$ cat config.mk
export PLATFORM = sky130hd
export DESIGN_NAME = loop_gain_servo
export DESIGN_NICKNAME = d
export VERILOG_FILES = /design/src/rtl/lgo_pkg.sv /design/src/rtl/lgo_lag_tap.sv /design/src/rtl/lgo_gain_accum.sv /design/src/rtl/loop_gain_servo.sv
export SDC_FILE = /design/constraint.sdc
export NUM_CORES = 1
export LEC_CHECK = 0
export BUFFER_PORTS_ARGS = -buffer_cell sky130_fd_sc_hd__buf_2
export CAP_MARGIN = 5
export CORE_MARGIN = 2
export CORE_UTILIZATION = 59
export DETAILED_ROUTE_END_ITERATION = 12
export PLACE_DENSITY_LB_ADDON = 0.1
export SYNTH_ARGS = -nofsm -noshare
export SYNTH_HDL_FRONTEND = slang
export SYNTH_SLANG_ARGS = --single-unit
$ cat constraint.sdc
create_clock -name clk -period 6.15 [get_ports clk]
set_input_delay 1.23 -clock clk [delete_from_list [all_inputs] [get_ports clk]]
set_output_delay 1.23 -clock clk [all_outputs]
set_load 0.02 [all_outputs]
$ cat src/rtl/lgo_pkg.sv
package lgo_pkg;

  // Outcome of one lag-one sign product
  typedef enum logic [1:0] {
    CORR_NONE   = 2'b00,
    CORR_AGREE  = 2'b01,
    CORR_OPPOSE = 2'b10
  } corr_e;

  // Sign-sign product of two decisions (1 = +1, 0 = -1)
  function automatic corr_e sign_product(input logic cur, input logic prev);
    return (cur == prev) ? CORR_AGREE : CORR_OPPOSE;
  endfunction

endpackage

$ cat src/rtl/lgo_lag_tap.sv
module lgo_lag_tap
  import lgo_pkg::*;
(
  input  logic  clk,
  input  logic  rst_n,
  input  logic  stb_i,
  input  logic  dec_i,
  input  logic  en_i,
  output corr_e corr_o
);

  logic prev_q;
  logic have_prev_q;

  // The delay element follows every strobe, enabled or not
  always_ff @(posedge clk or negedge rst_n) begin
    if (!rst_n) begin
      prev_q      <= 1'b0;
      have_prev_q <= 1'b0;
    end else if (stb_i) begin
      prev_q      <= dec_i;
      have_prev_q <= 1'b1;
    end
  end

  always_comb begin
    if (stb_i && en_i && have_prev_q) corr_o = sign_product(dec_i, prev_q);
    else                              corr_o = CORR_NONE;
  end

endmodule

$ cat src/rtl/lgo_gain_accum.sv
module lgo_gain_accum #(
  parameter int unsigned GAIN_W    = 13,
  parameter int unsigned FRAC_W    = 4,
  parameter int unsigned GAIN_INIT = 512,
  parameter int unsigned GAIN_MIN  = 1,
  parameter int unsigned GAIN_MAX  = 8191
) (
  input  logic              clk,
  input  logic              rst_n,
  input  logic              up_i,
  input  logic              dn_i,
  output logic [GAIN_W-1:0] gain_o
);

  localparam int unsigned ACC_W = GAIN_W + FRAC_W;
  localparam logic [ACC_W-1:0] FRAC_ONES = ACC_W'((64'd1 << FRAC_W) - 64'd1);
  localparam logic [ACC_W-1:0] ACC_INIT  = ACC_W'(GAIN_INIT) << FRAC_W;
  localparam logic [ACC_W-1:0] ACC_LO    = ACC_W'(GAIN_MIN) << FRAC_W;
  localparam logic [ACC_W-1:0] ACC_HI    = (ACC_W'(GAIN_MAX) << FRAC_W) | FRAC_ONES;

  logic [ACC_W-1:0] acc_q;
  logic [ACC_W-1:0] acc_d;

  // Saturating unit step of the correlation sum
  function automatic logic [ACC_W-1:0] sat_step(input logic [ACC_W-1:0] acc,
                                                input logic up, input logic dn);
    logic [ACC_W-1:0] r;
    r = acc;
    if (up)      r = (acc >= ACC_HI) ? ACC_HI : acc + ACC_W'(1);
    else if (dn) r = (acc <= ACC_LO) ? ACC_LO : acc - ACC_W'(1);
    return r;
  endfunction

  assign acc_d = sat_step(acc_q, up_i, dn_i);

  always_ff @(posedge clk or negedge rst_n) begin
    if (!rst_n) acc_q <= ACC_INIT;
    else        acc_q <= acc_d;
  end

  assign gain_o = acc_q[ACC_W-1 -: GAIN_W];

endmodule

$ cat src/rtl/loop_gain_servo.sv
module loop_gain_servo
  import lgo_pkg::*;
#(
  parameter int unsigned GAIN_W    = 13,
  parameter int unsigned FRAC_W    = 4,
  parameter int unsigned GAIN_INIT = 512,
  parameter int unsigned GAIN_MIN  = 1,
  parameter int unsigned GAIN_MAX  = 8191
) (
  input  logic              clk,
  input  logic              rst_n,
  input  logic              ref_stb_i,
  input  logic              dec_i,
  input  logic              en_i,
  output logic [GAIN_W-1:0] gain_o
);

  corr_e corr;
  logic  step_up;
  logic  step_dn;

  lgo_lag_tap tap_i (
    .clk    (clk),
    .rst_n  (rst_n),
    .stb_i  (ref_stb_i),
    .dec_i  (dec_i),
    .en_i   (en_i),
    .corr_o (corr)
  );

  // Named step events, also seen by the bound checker
  assign step_up = (corr == CORR_AGREE);
  assign step_dn = (corr == CORR_OPPOSE);

  lgo_gain_accum #(
    .GAIN_W    (GAIN_W),
    .FRAC_W    (FRAC_W),
    .GAIN_INIT (GAIN_INIT),
    .GAIN_MIN  (GAIN_MIN),
    .GAIN_MAX  (GAIN_MAX)
  ) acc_i (
    .clk    (clk),
    .rst_n  (rst_n),
    .up_i   (step_up),
    .dn_i   (step_dn),
    .gain_o (gain_o)
  );

endmodule

# After elaboration in Yosys (flattened, before gate mapping)
# Cells that the tools add are included.
dict set report word_totals {
  reg_bits 19
  in_bits 5
  output_inout_bits 13
  elab_cells 19
}
dict set report op_classes {
  add_sub_neg 2
  n_lt_le_gt_ge 2
  eq_ne 3
  mux 6
  n_reduce_logical 3
}
# cell n
set ops {}
lappend ops {{two-way mux 17 bit} 4}
lappend ops {{adder 17 x 1 -> 17 bit (second input constant)} 1}
lappend ops {{greater-or-equal comparator 17 bit (second input constant)} 1}
lappend ops {{less-or-equal comparator 17 x 5 -> 1 bit (second input constant)} 1}
lappend ops {{subtractor 17 x 1 -> 17 bit (second input constant)} 1}
lappend ops {{two-way mux 2 bit} 2}
lappend ops {{== test 2 x 1 -> 1 bit (second input constant)} 1}
lappend ops {{== test 2 bit (second input constant)} 1}
lappend ops {{logical AND 1 bit} 2}
lappend ops {{nonzero test 2 bit} 1}
lappend ops {{== test 1 bit} 1}

# Longest topological paths before layout
# Gate-level depths: netlist (run 1).
dict set report logic_depth {
  depth_word 6
  ltp_mapped 9
  ltp_nobuf 9
}

# By module
# Synthesis (run 1) repeated with hierarchy kept, for this count alone.
dict set report hier_totals {
  cells_unflattened 219
  area_unflattened_um2 1762.9
}
# module instances cells_per_inst area_per_inst_um2 seq_area_each_um2
set modules_own_cells {}
lappend modules_own_cells {lgo_gain_accum 1 209 1654.1 426.7}
lappend modules_own_cells {lgo_lag_tap 1 8 93.8 50.0}
lappend modules_own_cells {loop_gain_servo 1 2 15.0 0.0}

# Worst setup path before layout (run 1)
# OpenSTA, ideal clock, no wires.
dict set report synth_path {
  path_kind {input to register}
  start {in ref_stb_i}
  end {reg acc_i.acc_q[15]}
  setup_time_ps 87
  arrival_ps 2468
  required_ps 6063
  slack_ps 3596
  path_stages 6
  path_buffers 1
  cell_sequence {and3_1 > nand2_1 > clkbuf_1 > o21ai_4 > or4_1 > o211ai_1}
}
dict set report synth_between {
  elab_chain_cells 5
  elab_cells_between_ends 7
  classes_between {eq/ne: 2; mux: 2; reduce/logical: 3}
}
# item line
set synth_lines {}
lappend synth_lines {{from (decl)} loop_gain_servo.sv:12} ;# input logic ref_stb_i,
lappend synth_lines {{logical AND 1 bit (*) (2 in a row)} lgo_lag_tap.sv:27} ;# if (stb_i && en_i && have_prev_q) corr_o = sign_product(dec_i, prev_q);
lappend synth_lines {{two-way mux 2 bit (*)} lgo_lag_tap.sv:27}
lappend synth_lines {{== test 2 x 1 -> 1 bit / == test 2 bit (equally long branches)} {loop_gain_servo.sv:32, loop_gain_servo.sv:33}}
lappend synth_lines {{two-way mux 17 bit / nonzero test 2 bit (equally long branches)} n/a}
lappend synth_lines {{to (signal assigned)} lgo_gain_accum.sv:37} ;# if (!rst_n) acc_q <= ACC_INIT;
lappend synth_lines {{to (signal assigned)} lgo_gain_accum.sv:38} ;# else acc_q <= acc_d;
lappend synth_lines {{to (decl)} lgo_gain_accum.sv:21} ;# logic [ACC_W-1:0] acc_q;
# Mark *: on every way between the ends. The rest lies on a longest branch, timed or not.
# A chain may end at the register's enable or synchronous reset.

# Worst setup path in the final report (run 1)
dict set report layout_path {
  start {in dec_i}
  end {reg acc_i.acc_q[8]}
}
dict set report layout_between {
  elab_chain_cells 5
  elab_cells_between_ends 7
  classes_between {eq/ne: 3; mux: 3; reduce/logical: 1}
}
# item line
set layout_lines {}
lappend layout_lines {{from (decl)} loop_gain_servo.sv:13} ;# input logic dec_i,
lappend layout_lines {{== test 1 bit (*)} lgo_pkg.sv:12} ;# return (cur == prev) ? CORR_AGREE : CORR_OPPOSE;
lappend layout_lines {{two-way mux 2 bit (*)} lgo_pkg.sv:12}
lappend layout_lines {{two-way mux 2 bit (*)} lgo_lag_tap.sv:27}
lappend layout_lines {{== test 2 x 1 -> 1 bit / == test 2 bit (equally long branches)} {loop_gain_servo.sv:32, loop_gain_servo.sv:33}}
lappend layout_lines {{two-way mux 17 bit / nonzero test 2 bit (equally long branches)} n/a}
# Marked as above.

==> impl_metrics.csv, run 1 <==
group,metric,value,unit
floorplanning,start_util,61.20,%
synthesis,synth_compound_area_share,28.70,%
clock_tree,ctsHoldBuffers,0,
critical_path,path_delay_family,"XOR/XNOR gates",
synthesis,synth_fa_ha_area_share,2.026,%
synthesis,synth_top_family_by_area,"compound AO/OA/AOI/OAI gates",
grt,grt_pass1_vias,1648,
critical_path,crit_type,"input port to flop",
route,viasPerCell,6.958,
final_layout,syn_to_final_growth,-1.215,%
placement,dp_hpwl,3.546,mm
floorplanning,die_x,60.04,µm
final_layout,num_antenna_cells,0,
timing,setup_tns,0,ns
final_layout,drive_above_1_share,16.29,%
placement,portBuffers,17,
synthesis,postSynthAreaPerCell,8.057,µm²
job,max-cap-violations,0,
power,switching_share,47.50,%
critical_path,worstPathRequired,6.35,ns
route,first_pass_iters,5,
timing,max_slew_margin,28.03,%
power,ir_drop,0.0001695,V
synthesis,synth_cell_type_count,65,
synthesis,synth_edf_count,0,
power,p_sw,224.7,µW
timing,maxSlewViolCount,0,
route,drt_iter0_drc,190,
timing,min_period,3.370,ns
grt,overflow,0,
critical_path,reg2reg_slack,3.27,ns
timing,finalSetupViolations,0,
clock_tree,clk_pin_slew_worst_paths,0.11,ns
final_layout,final_cell_mix,"dfrtp_1, nand2_1, nor2_1, buf_2, o21ai_0",
final_layout,layout_commonest_cell,"dfrtp_1",
floorplanning,die_area,0.003605,mm²
power,intPower,248.4,µW
power,comb_power_share,38.2,%
synthesis,syn_inst,230,
placement,globalplace.congestion,0.9224,
synthesis,synth_seq_cells,19,
critical_path,cp-end-kind,"flop",
clock_tree,cts_buffer_depth,2,
timing,finClkSkew,0.002397,ns
timing,fin_crit_sh,54.79,%
critical_path,crit_fanout,13,
route,post_drt_wl_per_cell,19.27,µm
route,vias,1844,
final_layout,instances_no_fill,265,
route,drcViolationCount,0,
grt,antenna_found_initial,0,
timing,hold_viol_final,0,
final_layout,layout.filler_cells,289,
power,power_density,258.5,mW/mm²
final_layout,final_nets,230,
status,status,"finished, final reports clean",
synthesis,postSynth.asyncResetShare,100.0,%
grt,grt.total_usage,30.36,%
clock_tree,cts_htree_levels,1,
power,p_leak,0.0006361,µW
synthesis,ys_warn_count,0,
timing,fin_hold_ws,0.4958,ns
floorplanning,core_area,0.003028,mm²
synthesis,synth_mux_area_share,1.148,%
floorplanning,die-height,60.04,µm
clock_tree,cts_inserted_buffers,3,
power,p_clk_share,14.1,%
placement,dp.cells,261,
final_layout,final_util,60.45,%
clock_tree,ctsResizeCount,0,
grt,grt_max_degree,21,
clock_tree,cts_tree,"built",
critical_path,crit_path_top_delay_cell,"xnor2_1",
clock_tree,cts.sinks,19,
grt,grt_pass1_wl,8.197,mm
critical_path,path_cells,"buf_2, xnor2_1, nand2_1, o21ai_4, nor2_1, a221o_1",
critical_path,crit_arrival,3.57,ns
critical_path,start_kind,"input port",
synthesis,synth_xor_area_share,2.363,%
hold_path,min_path_type,"flop to flop",
synthesis,synth_nets,238,
critical_path,path_buf_inv,1,
critical_path,cpPeakStageDelay,0.83,ns
timing,fmax,0.2968,GHz
synthesis,yosys.area_share.simple,27.75,%
timing,rsz0062_at_grt,"false",
clock_tree,post-cts-setup-buffers,0,
floorplanning,io-pin-count,18,
floorplanning,placementRows,20,
clock_tree,clkLatencyLatePin,0.31,ns
synthesis,synth_seq_area_share,25.73,%
route,totalWireLength,5.106,mm
clock_tree,clock-root-buffer,"clkbuf_4",
synthesis,netlist_area,0.001853,mm²
route,ant_nets,0,
timing,worst_pin_slew,1.072,ns
power,sequentialPowerShare,47.7,%
synthesis,ys.flop_type,"dfrtp_1",
-- path summary, 6_finish.rpt --
path,endpoint,startpoint,cells past startpoint
max,acc_i.acc_q[8]$_DFFE_PN0P_,dec_i,6
min,tap_i.have_prev_q$_DFFE_PN0P_,tap_i.have_prev_q$_DFFE_PN0P_,1
max reg2reg,acc_i.acc_q[6]$_DFFE_PN0P_,acc_i.acc_q[4]$_DFFE_PN0P_,8
min reg2reg,tap_i.have_prev_q$_DFFE_PN0P_,tap_i.have_prev_q$_DFFE_PN0P_,1
max in group asynchronous,acc_i.acc_q[13]$_DFFE_PN1P_,rst_n,1
min in group asynchronous,acc_i.acc_q[8]$_DFFE_PN0P_,rst_n,1
-- cell type report --
cell class	count	area (µm²)	area share, %
Sequential cell	19	476.7	26.04
Multi-Input combinational cell	171	1149	62.75
Clock buffer	3	22.52	1.230
Tap cell	44	55.05	3.008
Inverter	10	37.54	2.051
Clock inverter	1	5.005	0.2734
Timing Repair Buffer	17	85.08	4.648
-- worst register-to-register path, cell delays in order, from the launching register on --
cell and delay (ns):
dfrtp_1 0.70, nand4_4 0.26, nor3_1 0.45, and4_1 0.28
ha_1 0.32, and2_1 0.24, a211o_1 0.32, a211oi_1 0.07
o21ai_0 0.18
-- registers in the layout, summed over array words and instances (netlist names) --
name and count:
tap_i.have_prev_q 1, acc_i.acc_q 17, tap_i.prev_q 1
-- cell usage after synthesis (5+ instances only) --
cell type | number | area, µm²
nor2_1 | 17 | 63.81
a21oi_1 | 10 | 50.05
nor3_1 | 6 | 30.03
buf_2 | 5 | 25.02
o21ai_0 | 14 | 70.07
nand4_1 | 6 | 37.54
a31oi_1 | 5 | 31.28
or3_1 | 6 | 37.54
inv_1 | 10 | 37.54
dfrtp_1 | 18 | 450.4
nand3_1 | 11 | 55.05
nand2_1 | 17 | 63.81
clkbuf_1 | 8 | 30.03
buf_4 | 15 | 112.6
nor4_1 | 6 | 37.54
-- through the flow --
stage / instance area [µm²] / setup slack, ns / total power, µW
floorplan: 1853 / 3.596 / 386.2
global placement: 1803 / 2.557 / 397.9
detailed placement: 1803 / 2.543 / 403.4
CTS: 1831 / 2.882 / 470.4
global route: 1831 / 2.678 / 504.3
finish: 1831 / 2.780 / 473.2
-- power by group through the flow --
stage	clock network [µW]	registers [µW]	logic, µW
final	66.6	226	181
after global routing	74.9	231	199
after CTS	68.6	223	178
after detailed placement	0	226	178
after global placement	0	224	174
after floorplan	0	173	213
-- metal layers --
layer	routed length, µm	part of all wire [%]	vias up	global-route usage (%)
met5	0	0	-	0
met4	138	2.7	0	13.97
met3	482	9.4	18	4.545
met2	2276	45	117	43.48
met1	2208	43	863	44.46
li1	-	-	846	-
-- kinds of logic (layout without fill, tap and decap cells) --
family | Yosys count | count (layout)
flip-flops | 19 | 19
adder cells (fa/ha/maj) | 3 | 3
XOR/XNOR | 5 | 5
AO/OA/AOI/OAI | 72 | 72
AND/OR/NAND/NOR | 89 | 89
multiplexers | 2 | 2
buffers and inverters | 40 | 31
(Power assumes the default switching activity.)
==> run 2: changes to the inputs <==
==> constraint.sdc (replaced) <==
create_clock -name clk -period 3.45 [get_ports clk]
set_input_delay 0.69 -clock clk [delete_from_list [all_inputs] [get_ports clk]]
set_output_delay 0.69 -clock clk [all_outputs]
set_load 0.02 [all_outputs]
==> impl_metrics.csv, run 2 (synthesis gave the netlist of run 1 again) <==
group,metric,value,unit
status,status,"finished, final reports clean",
grt,antenna_found_initial,0,
floorplanning,die_x,60.04,µm
power,switching_share,46.91,%
critical_path,start_kind,"flop",
grt,grt_max_degree,20,
floorplanning,die_area,0.003605,mm²
power,power_density,456.8,mW/mm²
timing,hold_viol_final,0,
floorplanning,io-pin-count,18,
timing,fin_crit_sh,80.47,%
route,post_drt_wl_per_cell,18.49,µm
critical_path,crit_arrival,3.01,ns
clock_tree,ctsResizeCount,0,
power,sequentialPowerShare,47.3,%
timing,min_period,2.776,ns
grt,grt_pass1_wl,8.038,mm
clock_tree,cts_inserted_buffers,3,
route,totalWireLength,4.954,mm
critical_path,crit_fanout,9,
route,drcViolationCount,0,
final_layout,drive_above_1_share,16.96,%
clock_tree,clock-root-buffer,"clkbuf_4",
timing,max_slew_margin,36.48,%
hold_path,min_path_type,"input port to async pin",
timing,finalSetupViolations,0,
timing,rsz0062_at_grt,"false",
route,vias,1851,
critical_path,crit_type,"flop to flop",
final_layout,final_util,61.16,%
power,p_leak,0.0006480,µW
clock_tree,post-cts-setup-buffers,0,
critical_path,cp-end-kind,"flop",
final_layout,largestRegisters,"acc_i.acc_q x17, tap_i.have_prev_q x1, tap_i.prev_q x1",
power,comb_power_share,38.0,%
clock_tree,cts_buffer_depth,2,
power,fin_total_pwr,845.8,µW
placement,globalplace.congestion,0.9714,
power,p_clk_share,14.8,%
critical_path,worstPathRequired,3.69,ns
timing,maxSlewViolCount,0,
final_layout,layout_commonest_cell,"dfrtp_1",
route,first_pass_iters,4,
final_layout,final_nets,233,
placement,portBuffers,17,
clock_tree,cts_tree,"built",
clock_tree,cts_htree_levels,1,
placement,place_area,0.001826,mm²
clock_tree,clkLatencyLatePin,0.31,ns
grt,grt.total_usage,29.40,%
final_layout,num_antenna_cells,0,
floorplanning,die-height,60.04,µm
final_layout,stdcell_area,0.001852,mm²
timing,fmax,0.3602,GHz
power,p_sw,396.7,µW
timing,setup_tns,0,ns
timing,finClkSkew,0.007965,ns
route,viasPerCell,6.907,
power,ir_drop,0.0002630,V
job,max-cap-violations,0,
final_layout,syn_to_final_growth,-0.06730,%
route,drt_iter0_drc,196,
placement,dp_hpwl,3.484,mm
final_layout,largest_reg_flops,17,
floorplanning,placementRows,20,
final_layout,regMostFlops,"acc_i.acc_q",
floorplanning,core_area,0.003028,mm²
grt,overflow,0,
grt,grt_pass1_vias,1600,
timing,worst_pin_slew,0.9493,ns
floorplanning,start_util,61.20,%
clock_tree,ctsHoldBuffers,0,
clock_tree,clk_pin_slew_worst_paths,0.12,ns
clock_tree,cts.sinks,19,
final_layout,final_cell_mix,"dfrtp_1, nand2_1, nor2_1, buf_2, o21ai_0",
route,ant_nets,0,
power,intPower,449.1,µW
-- run 2: power groups by stage --
stage,logic (µW),registers (µW),clock network [µW]
after floorplan,380,308,0
after global placement,315,399,0
after detailed placement,318,400,0
after CTS,319,395,123
after global routing,354,413,133
final,321,400,125
-- run 2: layout make-up --
| type | count | area [µm²] |
|---|---|---|
| flip-flops and latches | 19 | 476.7 |
| fillers | 296 | 1176 |
| repair buffers | 20 | 107.6 |
| well taps | 44 | 55.05 |
| multi-input cells | 171 | 1149 |
| clock buffers | 4 | 26.28 |
| inverters | 10 | 37.54 |
-- run 2: per-layer routing --
metal / vias up / track usage [%] / wire length (µm)
met5: - / 0 / 0
met3: 10 / 2.597 / 427
met4: 0 / 7.302 / 74
met1: 895 / 44.58 / 2132
li1: 853 / - / -
met2: 93 / 44.72 / 2320
-- run 2: stage by stage --
step / hold WS, ns / cells / setup WS (ns)
floorplan: 0.3944 / 230 / 1.189
global placement: 0.4683 / 264 / 0.7700
detailed placement: 0.4751 / 264 / 0.7405
CTS: 0.3389 / 268 / 0.7007
global route: 0.3382 / 268 / 0.4371
finish: 0.3162 / 268 / 0.6738
-- run 2: worst max-delay path, stage by stage, from the launching register on --
cell      delay [ns]
dfrtp_1         0.51
ha_1            0.30
nand2_1         0.15
nor3_1          0.36
and4_1          0.27
ha_1            0.34
and2_1          0.23
a211o_1         0.29
a211oi_1        0.08
o21ai_0         0.17
-- run 2: path summary, 6_finish.rpt --
kind	end	slack, ns	depth (start not counted)	from
worst max register to register	acc_i.acc_q[6]$_DFFE_PN0P_	0.67	9	acc_i.acc_q[0]$_DFFE_PN0P_
worst min-delay path	acc_i.acc_q[11]$_DFFE_PN0P_	0.32	1	rst_n
worst max-delay path	acc_i.acc_q[6]$_DFFE_PN0P_	0.67	9	acc_i.acc_q[0]$_DFFE_PN0P_
worst min register to register	tap_i.have_prev_q$_DFFE_PN0P_	0.51	1	tap_i.have_prev_q$_DFFE_PN0P_
max in group asynchronous	acc_i.acc_q[13]$_DFFE_PN1P_	2.78	1	rst_n
min in group clk	tap_i.have_prev_q$_DFFE_PN0P_	0.51	1	tap_i.have_prev_q$_DFFE_PN0P_
==> run 3: changes to the inputs <==
--- a/config.mk
+++ b/config.mk
@@ -8,7 +8,7 @@
 export BUFFER_PORTS_ARGS = -buffer_cell sky130_fd_sc_hd__buf_2
 export CAP_MARGIN = 5
 export CORE_MARGIN = 2
-export CORE_UTILIZATION = 59
+export CORE_UTILIZATION = 54
 export DETAILED_ROUTE_END_ITERATION = 12
 export PLACE_DENSITY_LB_ADDON = 0.1
 export SYNTH_ARGS = -nofsm -noshare
==> constraint.sdc (replaced) <==
create_clock -name clk -period 2.3 [get_ports clk]
set_input_delay 0.46 -clock clk [delete_from_list [all_inputs] [get_ports clk]]
set_output_delay 0.46 -clock clk [all_outputs]
set_load 0.02 [all_outputs]
==> impl_metrics.csv, run 3 (synthesis gave the netlist of run 1 again) <==
group,metric,value,unit
job,max-cap-violations,0,
clock_tree,cts_htree_levels,1,
critical_path,path_buf_inv,1,
grt,antenna_found_initial,0,
status,status,"finished, final reports clean",
power,ir_drop,0.0004233,V
route,viasPerCell,6.688,
route,top_layer,"met4",
clock_tree,cts_buffer_depth,2,
critical_path,cpPeakStageDelay,0.44,ns
timing,maxSlewViolCount,0,
critical_path,start_kind,"flop",
route,drcViolationCount,0,
critical_path,path_delay_family,"compound AO/OA/AOI/OAI gates",
critical_path,reg2regPathDepth,7,
clock_tree,ctsHoldBuffers,0,
clock_tree,cts_tree,"built",
final_layout,final_util,64.85,%
final_layout,layout_commonest_cell,"buf_4",
critical_path,crit_fanout,6,
power,p_leak,0.0008185,µW
critical_path,path_cells,"inv_1, ha_2, or3b_4, a211o_4, o21ai_4, o21ai_1, a221o_1",
placement,portBuffers,17,
grt,grt_max_degree,20,
critical_path,worstReg2RegStart,"acc_i.acc_q[0]$_DFFE_PN0P_",
route,post_drt_wl_per_cell,18.50,µm
route,met1_length,2.203,mm
power,switching_share,45.52,%
final_layout,final_nets,264,
final_layout,drive_above_1_share,31.76,%
timing,setup_tns,0,ns
route,dr_wl_met2,2.612,mm
timing,finClkSkew,0.01176,ns
final_layout,largest_reg_flops,17,
route,first_pass_iters,5,
route,drt_iter0_drc,188,
critical_path,crit_path_top_delay_cell,"dfrtp_1",
clock_tree,clk_pin_slew_worst_paths,0.13,ns
clock_tree,cts.sinks,19,
floorplanning,die_x,62.58,µm
grt,grt_pass1_wl,9.522,mm
critical_path,worstPathRequired,2.52,ns
critical_path,crit_arrival,2.46,ns
clock_tree,clkLatencyLatePin,0.32,ns
grt,grt_pass1_vias,1993,
critical_path,crit_type,"flop to flop",
timing,hold_viol_final,0,
placement,dp_hpwl,4.102,mm
power,intPower,772.9,µW
route,vias,2013,
final_layout,num_antenna_cells,0,
floorplanning,die-height,62.58,µm
final_layout,largestRegisters,"acc_i.acc_q x17, tap_i.have_prev_q x1, tap_i.prev_q x1",
power,p_clk_share,13.1,%
floorplanning,die_area,0.003916,mm²
power,p_sw,645.8,µW
critical_path,reg2reg_slack,0.06,ns
critical_path,r2r_end,"acc_i.acc_q[14]$_DFFE_PN0P_",
floorplanning,start_util,55.97,%
timing,min_period,2.243,ns
final_layout,syn_to_final_growth,15.87,%
floorplanning,io-pin-count,18,
placement,place_area,0.002046,mm²
clock_tree,clock-root-buffer,"clkbuf_4",
power,power_density,660.8,mW/mm²
final_layout,final_cell_mix,"buf_4, nor2_1, buf_2",
grt,overflow,0,
timing,rsz0062_at_grt,"true",
timing,finalSetupViolations,0,
timing,fmax,0.4459,GHz
route,met3WireLength,519,µm
critical_path,cp-end-kind,"flop",
timing,max_slew_margin,69.98,%
hold_path,min_path_type,"input port to async pin",
floorplanning,core_area,0.003311,mm²
placement,globalplace.congestion,0.9557,
timing,fin_crit_sh,97.51,%
clock_tree,cts_inserted_buffers,3,
power,sequentialPowerShare,39.0,%
power,comb_power_share,47.9,%
grt,grt.total_usage,30.35,%
floorplanning,placementRows,21,
route,ant_nets,0,
final_layout,stdcell_area,0.002147,mm²
final_layout,regMostFlops,"acc_i.acc_q",
route,totalWireLength,5.568,mm
timing,worst_pin_slew,0.4503,ns
==> run 3: worst max path at each step <==
| stage | startpoint | to | slack [ns] | depth (start not counted) |
|---|---|---|---|---|
| floorplan | acc_i.acc_q[0]$_DFFE_PN0P_ | acc_i.acc_q[14]$_DFFE_PN0P_ | 0.04 | 8 |
| global placement | acc_i.acc_q[2]$_DFFE_PN0P_ | acc_i.acc_q[11]$_DFFE_PN0P_ | -0.04 | 8 |
| detailed placement | acc_i.acc_q[2]$_DFFE_PN0P_ | acc_i.acc_q[11]$_DFFE_PN0P_ | -0.06 | 8 |
| CTS | acc_i.acc_q[0]$_DFFE_PN0P_ | acc_i.acc_q[14]$_DFFE_PN0P_ | 0.01 | 7 |
| global route | acc_i.acc_q[0]$_DFFE_PN0P_ | acc_i.acc_q[10]$_DFFE_PN0P_ | -0.05 | 7 |
| finish | acc_i.acc_q[0]$_DFFE_PN0P_ | acc_i.acc_q[14]$_DFFE_PN0P_ | 0.06 | 7 |
==> run 3: through the flow <==
stage               total power (µW)  instances  hold WS, ns  setup slack [ns]
floorplan                       1033        230       0.1644           0.03900
global placement                1184        295       0.4242          -0.03813
detailed placement              1200        295       0.4312          -0.06379
CTS                             1382        299      0.07963           0.01245
global route                    1511        301      0.08759          -0.04937
finish                          1419        301      0.06149           0.05726
==> run 3: timing repair <==
action                                  4_1_cts  5_1_grt
cloned                                        0        1
setup buffers                                 0        1
pin swaps                                     0        8
gates resized for setup                       2       13
endpoints found under the setup margin        6       12
==> run 3: power groups by stage <==
stage                     Combinational [µW]  Clock (µW)  Sequential [µW]
after floorplan                          570           0              462
after global placement                   635           0              550
after detailed placement                 646           0              554
after CTS                                650         186              546
after global routing                     735         203              572
final                                    679         185              554
==> run 3: per-layer routing <==
layer	up-vias	GRT usage [%]
li1	920	-
met1	939	38.19
met3	35	4.865
met4	0	15.83
met2	119	50.13
met5	-	0
==> run 3: layout make-up <==
class | instances | area (µm²)
Multi-Input combinational cell | 172 | 1212
Fill cell | 298 | 1164
Sequential cell | 19 | 479.2
Inverter | 10 | 37.54
Clock buffer | 3 | 22.52
Clock inverter | 1 | 5.005
Tap cell | 46 | 57.56
Timing Repair Buffer | 50 | 332.8
